<file path="src/rtl/rev_alu_pkg.sv">
package rev_alu_pkg;

    // number of garbage bits exported per logic slice
    localparam int SLICE_GW = 3;

    // structural forms of the logic slice
    localparam int FORM_PERES_TOFFOLI = 0;
    localparam int FORM_URG_CNOT      = 1;

    // controlled-NOT: first output is x (pass-through), second is x ^ y
    function automatic logic cnot_q(input logic x, input logic y);
        return x ^ y;
    endfunction

    // doubly-controlled-NOT: third output flips z when x and y are both 1
    function automatic logic ccnot_r(input logic x, input logic y, input logic z);
        return z ^ (x & y);
    endfunction

    // Peres gate: second output x ^ y, third output z ^ (x & y)
    function automatic logic peres_q(input logic x, input logic y);
        return x ^ y;
    endfunction

    function automatic logic peres_r(input logic x, input logic y, input logic z);
        return z ^ (x & y);
    endfunction

    // universal reversible gate: first output (x | y) ^ z, third (x & y) ^ z
    function automatic logic urg_p(input logic x, input logic y, input logic z);
        return (x | y) ^ z;
    endfunction

    function automatic logic urg_r(input logic x, input logic y, input logic z);
        return (x & y) ^ z;
    endfunction

    // controlled swap: with control c low the second output carries d0,
    // with c high it carries d1
    function automatic logic cswap_q(input logic c, input logic d0, input logic d1);
        return (~c & d0) | (c & d1);
    endfunction

endpackage

</file>
<file path="src/rtl/rev_mux4.sv">
module rev_mux4
    import rev_alu_pkg::*;
(
    input  logic       in0,
    input  logic       in1,
    input  logic       in2,
    input  logic       in3,
    input  logic [1:0] pick,
    output logic       out
);
    logic low_pair;
    logic high_pair;

    // two swaps steered by pick[0], the control passes through the first
    always_comb begin
        low_pair  = cswap_q(pick[0], in0, in1);
        high_pair = cswap_q(pick[0], in2, in3);
        out       = cswap_q(pick[1], low_pair, high_pair);
    end
endmodule

</file>
<file path="src/rtl/rev_logic_slice.sv">
module rev_logic_slice
    import rev_alu_pkg::*;
#(
    parameter int FORM = FORM_PERES_TOFFOLI
) (
    input  logic                a_bit,
    input  logic                b_bit,
    input  logic [1:0]          pick,
    output logic                y_bit,
    output logic [SLICE_GW-1:0] garb
);
    logic f_or;
    logic f_and;
    logic f_not;
    logic f_xor;

    generate
        if (FORM == FORM_PERES_TOFFOLI) begin : g_peres_toffoli
            // Peres with z tied low gives XOR and AND; a doubly-controlled
            // NOT with its second control tied high folds them into OR
            always_comb begin
                f_xor = peres_q(a_bit, b_bit);
                f_and = peres_r(a_bit, b_bit, 1'b0);
                f_or  = ccnot_r(f_xor, 1'b1, f_and);
                f_not = cnot_q(a_bit, 1'b1);
                garb  = {a_bit, f_xor, 1'b1};
            end
        end else begin : g_urg_cnot
            // URG with z tied low gives OR and AND; a CNOT gives XOR
            always_comb begin
                f_or  = urg_p(a_bit, b_bit, 1'b0);
                f_and = urg_r(a_bit, b_bit, 1'b0);
                f_xor = cnot_q(a_bit, b_bit);
                f_not = cnot_q(a_bit, 1'b1);
                garb  = {b_bit, a_bit, a_bit};
            end
        end
    endgenerate

    rev_mux4 u_pick (
        .in0  (f_or),
        .in1  (f_and),
        .in2  (f_not),
        .in3  (f_xor),
        .pick (pick),
        .out  (y_bit)
    );
endmodule

</file>
<file path="src/rtl/rev_arith_unit.sv">
module rev_arith_unit
    import rev_alu_pkg::*;
#(
    parameter int WIDTH = 4
) (
    input  logic [WIDTH-1:0] a_in,
    input  logic [WIDTH-1:0] b_in,
    input  logic [1:0]       pick,
    input  logic             c_in,
    output logic [WIDTH-1:0] sum,
    output logic             c_out
);
    logic [WIDTH:0]   carry;
    logic [WIDTH-1:0] b_inv;
    logic [WIDTH-1:0] y_op;
    logic [WIDTH-1:0] half_s;
    logic [WIDTH-1:0] half_c;

    assign carry[0] = c_in;

    generate
        for (genvar i = 0; i < WIDTH; i++) begin : g_bit
            assign b_inv[i] = cnot_q(b_in[i], 1'b1);

            rev_mux4 u_yop (
                .in0  (b_in[i]),
                .in1  (b_inv[i]),
                .in2  (1'b0),
                .in3  (1'b1),
                .pick (pick),
                .out  (y_op[i])
            );

            // full adder from two chained Peres gates
            always_comb begin
                half_s[i]   = peres_q(a_in[i], y_op[i]);
                half_c[i]   = peres_r(a_in[i], y_op[i], 1'b0);
                sum[i]      = peres_q(half_s[i], carry[i]);
                carry[i+1]  = peres_r(half_s[i], carry[i], half_c[i]);
            end
        end
    endgenerate

    assign c_out = carry[WIDTH];
endmodule

</file>
<file path="src/rtl/rev_alu.sv">
module rev_alu
    import rev_alu_pkg::*;
#(
    parameter int WIDTH = 4,
    parameter int FORM  = FORM_PERES_TOFFOLI
) (
    input  logic                         clk,
    input  logic                         rst_n,
    input  logic [WIDTH-1:0]             op_a,
    input  logic [WIDTH-1:0]             op_b,
    input  logic [1:0]                   sel,
    input  logic                         mode,
    input  logic                         cin,
    output logic [WIDTH-1:0]             result,
    output logic                         cout,
    output logic [SLICE_GW*WIDTH-1:0]    garbage
);
    localparam int GW = SLICE_GW * WIDTH;

    typedef struct packed {
        logic [WIDTH-1:0] res;
        logic             co;
        logic [GW-1:0]    garb;
    } out_state_t;

    out_state_t state_d;
    out_state_t state_q;

    logic [WIDTH-1:0] arith_sum;
    logic             arith_co;
    logic [WIDTH-1:0] logic_res;
    logic [GW-1:0]    logic_garb;

    rev_arith_unit #(.WIDTH(WIDTH)) u_arith (
        .a_in  (op_a),
        .b_in  (op_b),
        .pick  (sel),
        .c_in  (cin),
        .sum   (arith_sum),
        .c_out (arith_co)
    );

    generate
        for (genvar i = 0; i < WIDTH; i++) begin : g_slice
            rev_logic_slice #(.FORM(FORM)) u_slice (
                .a_bit (op_a[i]),
                .b_bit (op_b[i]),
                .pick  (sel),
                .y_bit (logic_res[i]),
                .garb  (logic_garb[SLICE_GW*i +: SLICE_GW])
            );
        end
    endgenerate

    // result steering through one controlled swap per bit; a second swap
    // with a constant zero input blanks the carry in logic mode
    always_comb begin
        state_d = state_q;
        for (int i = 0; i < WIDTH; i++) begin
            state_d.res[i] = cswap_q(mode, arith_sum[i], logic_res[i]);
        end
        state_d.co   = cswap_q(mode, arith_co, 1'b0);
        state_d.garb = logic_garb;
    end

    always_ff @(posedge clk or negedge rst_n) begin
        if (!rst_n) begin
            state_q <= '0;
        end else begin
            state_q <= state_d;
        end
    end

    assign result  = state_q.res;
    assign cout    = state_q.co;
    assign garbage = state_q.garb;
endmodule

</file>
<file path="config.mk">
export PLATFORM = sky130hd
export DESIGN_NAME = rev_alu
export DESIGN_NICKNAME = d
export VERILOG_FILES = /design/src/rtl/rev_alu_pkg.sv /design/src/rtl/rev_mux4.sv /design/src/rtl/rev_logic_slice.sv /design/src/rtl/rev_arith_unit.sv /design/src/rtl/rev_alu.sv
export SDC_FILE = /design/constraint.sdc
export NUM_CORES = 1
export LEC_CHECK = 0
export BUFFER_PORTS_ARGS = -buffer_cell sky130_fd_sc_hd__buf_2
export CAP_MARGIN = 25
export CORE_MARGIN = 5
export CORE_UTILIZATION = 50
export CTS_BUF_LIST = sky130_fd_sc_hd__clkbuf_4
export DETAILED_ROUTE_END_ITERATION = 10
export PLACE_DENSITY = 0.78
export SETUP_SLACK_MARGIN = 0.2
export SYNTH_ARGS = -nofsm -noshare
export SYNTH_HDL_FRONTEND = slang
export SYNTH_HIERARCHICAL = 1
export SYNTH_SLANG_ARGS = --single-unit
</file>
<file path="constraint.sdc">
create_clock -name clk -period 0.8 [get_ports clk]
set_input_delay 0.08 -clock clk [delete_from_list [all_inputs] [get_ports clk]]
set_output_delay 0.08 -clock clk [all_outputs]
set_load 0.02 [all_outputs]
</file>
==> impl_metrics.tcl <==
set metrics [dict create \
    yosysWarnings 6 \
    synth_cells 86 \
    async_reset_ff_share_pct 100 \
    io_buffer_count 30 \
    power.switching_uw 659 \
    wirelength_um 2080 \
    synth_flop_cell "dfrtp_1" \
    drive_gt1_share_pct 64.1 \
    worstPathRequired_ns 1.03 \
    grt_pass1_vias 782 \
    cp_max_fo 2 \
    switching_share_pct 28.6 \
    die_area_um2 3120 \
    synth_top_area_share_pct 40.5 \
    cts.sinks 17 \
    fmax_ghz 0.483 \
    fin_crit_ns 2.07 \
    hold_slack_ns 0.0453 \
    cts-root-buf "clkbuf_4" \
    ys_seq_area_share_pct 40.5 \
    startpoint_type "input port" \
    drc 0 \
    fillers 122 \
    synth_area_leaders "dfrtp_1, mux4_2, ha_1" \
    yosysMostFrequentCell "inv_1" \
    clk_pin_slew_ns 0.09 \
    cpMaxStageDelayCell "mux4_2" \
    cts_tree "yes" \
    p_leak_nw 0.770 \
    pwr-share-seq_pct 43.0 \
    synthDistinctLibCells 9 \
    initial_core_util_pct 53.0 \
    synthesis.area_um2 1050 \
    drt-pass1-iter-count 2 \
    clock_power_share_pct 19.9 \
    use_met3_pct 1.86 \
    use_met2_pct 29.6 \
    dp_hpwl_um 1710 \
    clockBufferDepth 2 \
    power_mw 2.30 \
    antenna_found_initial 0 \
    pwr-share-comb_pct 37.1 \
    synth_top_cell_by_area "dfrtp_1" \
    dp_slack_ns -1.60 \
    numCtsBuffers 3 \
    final.setup.worst_slack_ns -1.27 \
    arrival_ns 2.30 \
    synth_edf_count 0 \
    hold_class "input port to flip-flop" \
    grt_setup_unrepaired "yes" \
    cap_viol_max_count 0 \
    critPathCaptureType "flip-flop" \
    cp_cell_sequence "buf_6 > mux4_2 > inv_2 > fa_2 > inv_2 > fa_2 > fa_2 > inv_2 > fa_2 > inv_2 > mux2_4" \
    overflow 0 \
    drt-initial-drc-count 3 \
    areaGrowthSynthToFinish_pct 42.9 \
    grt_usage_pct 15.0 \
    grt_util_met1_pct 15.2 \
    p_per_area_nw_per_um2 1530 \
    antenna_left 0 \
    worst-setup-path-type "input port to flip-flop" \
    ys_ff_latch 17 \
    intPower_mw 1.64 \
    avgRoutedWirePerCell_um 13.4 \
    grt_pass1_wl_um 3550 \
    dr_total_vias 669 \
    violations "setup timing" \
    core_area_um2 1980 \
    grt_max_degree 18 \
    die_x_um 55.8 \
    period_share_pct 259 \
    busiest_layer "met2" \
    fin_nets 155 \
    hold_viol 0 \
    final_max_slew_viol_count 0 \
    top_level_ports 31 \
    synth_common_cells "inv_1, dfrtp_1, buf_4, ha_1, mux4_2" \
    place.gp.congestion 0.793 \
    fp.dieH_um 55.8 \
    diodes 0 \
    row_count 16 \
    synth.avg_cell_area_um2 12.2 \
    peakVddDrop_uv 929 \
    status "finished, violations left" \
    viasPerCell 4.32 \
    cts_max_level 1 \
    critPathMaxStageDelay_ns 0.50 \
    setup_viol 22 \
]
[routing by layer]
metal / part of all wire (%) / vias to the layer above
met2: 61 / 19
met3: 4.6 / 2
met1: 33 / 327
li1: - / 321
met5: 0 / -
met4: 0.96 / 0
[flip-flops by register name, indices dropped and copies added (netlist names)]
signal   count
cout         1
garbage     12
result       4
[path summary, 6_finish.rpt]
kind	startpoint	to	slack, ns	cells past startpoint
setup / recovery	sel[0]	result[3]$_DFF_PN0_	-1.27	11
min in group asynchronous	rst_n	cout$_DFF_PN0_	0.23	2
max in group asynchronous	rst_n	garbage[7]$_DFF_PN0_	0.31	2
hold / removal	op_a[0]	garbage[2]$_DFF_PN0_	0.05	2
[worst max-delay path: cells and delay by family]
kind	cells	cell delay, ns
buf+inv	5	0.29
mux	2	0.63
fa+ha+maj	4	1.29
[area by class of cell]
cell class / count / area [um^2] / share of cell area [%]
Clock buffer: 4 / 30.0 / 2.00
Multi-Input combinational cell: 37 / 534 / 35.6
Sequential cell: 17 / 425 / 28.4
Inverter: 26 / 97.6 / 6.51
Tap cell: 27 / 33.8 / 2.25
Timing Repair Buffer: 44 / 379 / 25.3
[through the flow]
| step | cells | setup TNS [ns] | utilization (%) | area (um^2) |
|---|---|---|---|---|
| after floorplan | 92 | -4.96 | - | 1130 |
| after global placement | 148 | -5.82 | 65.8 | 1300 |
| after detailed placement | 148 | -6.21 | 65.8 | 1300 |
| after CTS | 155 | -5.77 | 75.5 | 1500 |
| after global routing | 155 | -6.51 | 75.7 | 1500 |
| final | 155 | -5.65 | 75.7 | 1500 |
[cells in the final DEF (no fill, tap or decap)]
cell,n
buf_6,19
dfrtp_1,17
inv_2,15
conb_1,12
buf_4,12
inv_1,11
buf_2,11
mux4_2,8
mux2_4,4
clkbuf_4,4
ha_4,4
ha_1,4
fa_2,4
dlygate4sd3_1,2
and2b_2,1
[power by group through the flow]
stage                     Sequential (mW)  Combinational, mW  Clock (mW)
after global placement              0.979              0.638           0
after detailed placement            0.981              0.686           0
after global routing                0.996              0.928       0.531
after CTS                           0.987              0.843       0.475
final                               0.990              0.853       0.459
after floorplan                      1.11              0.308           0
[cell families after synthesis]
logic type	synth area share [%]
fa+ha+maj	17.2
buf+inv	17.9
flops	40.5
mux	21.5
other cells	2.15
simple gates	0.834
[what timing repair did]
action,in CTS,in global routing
hold buffers,2,0
resized for setup,45,3
setup endpoints to repair,22,22
buffers inserted,1,0
endpoints found under the hold margin,18,0
Note: power is estimated with default switching activity, not from simulation.
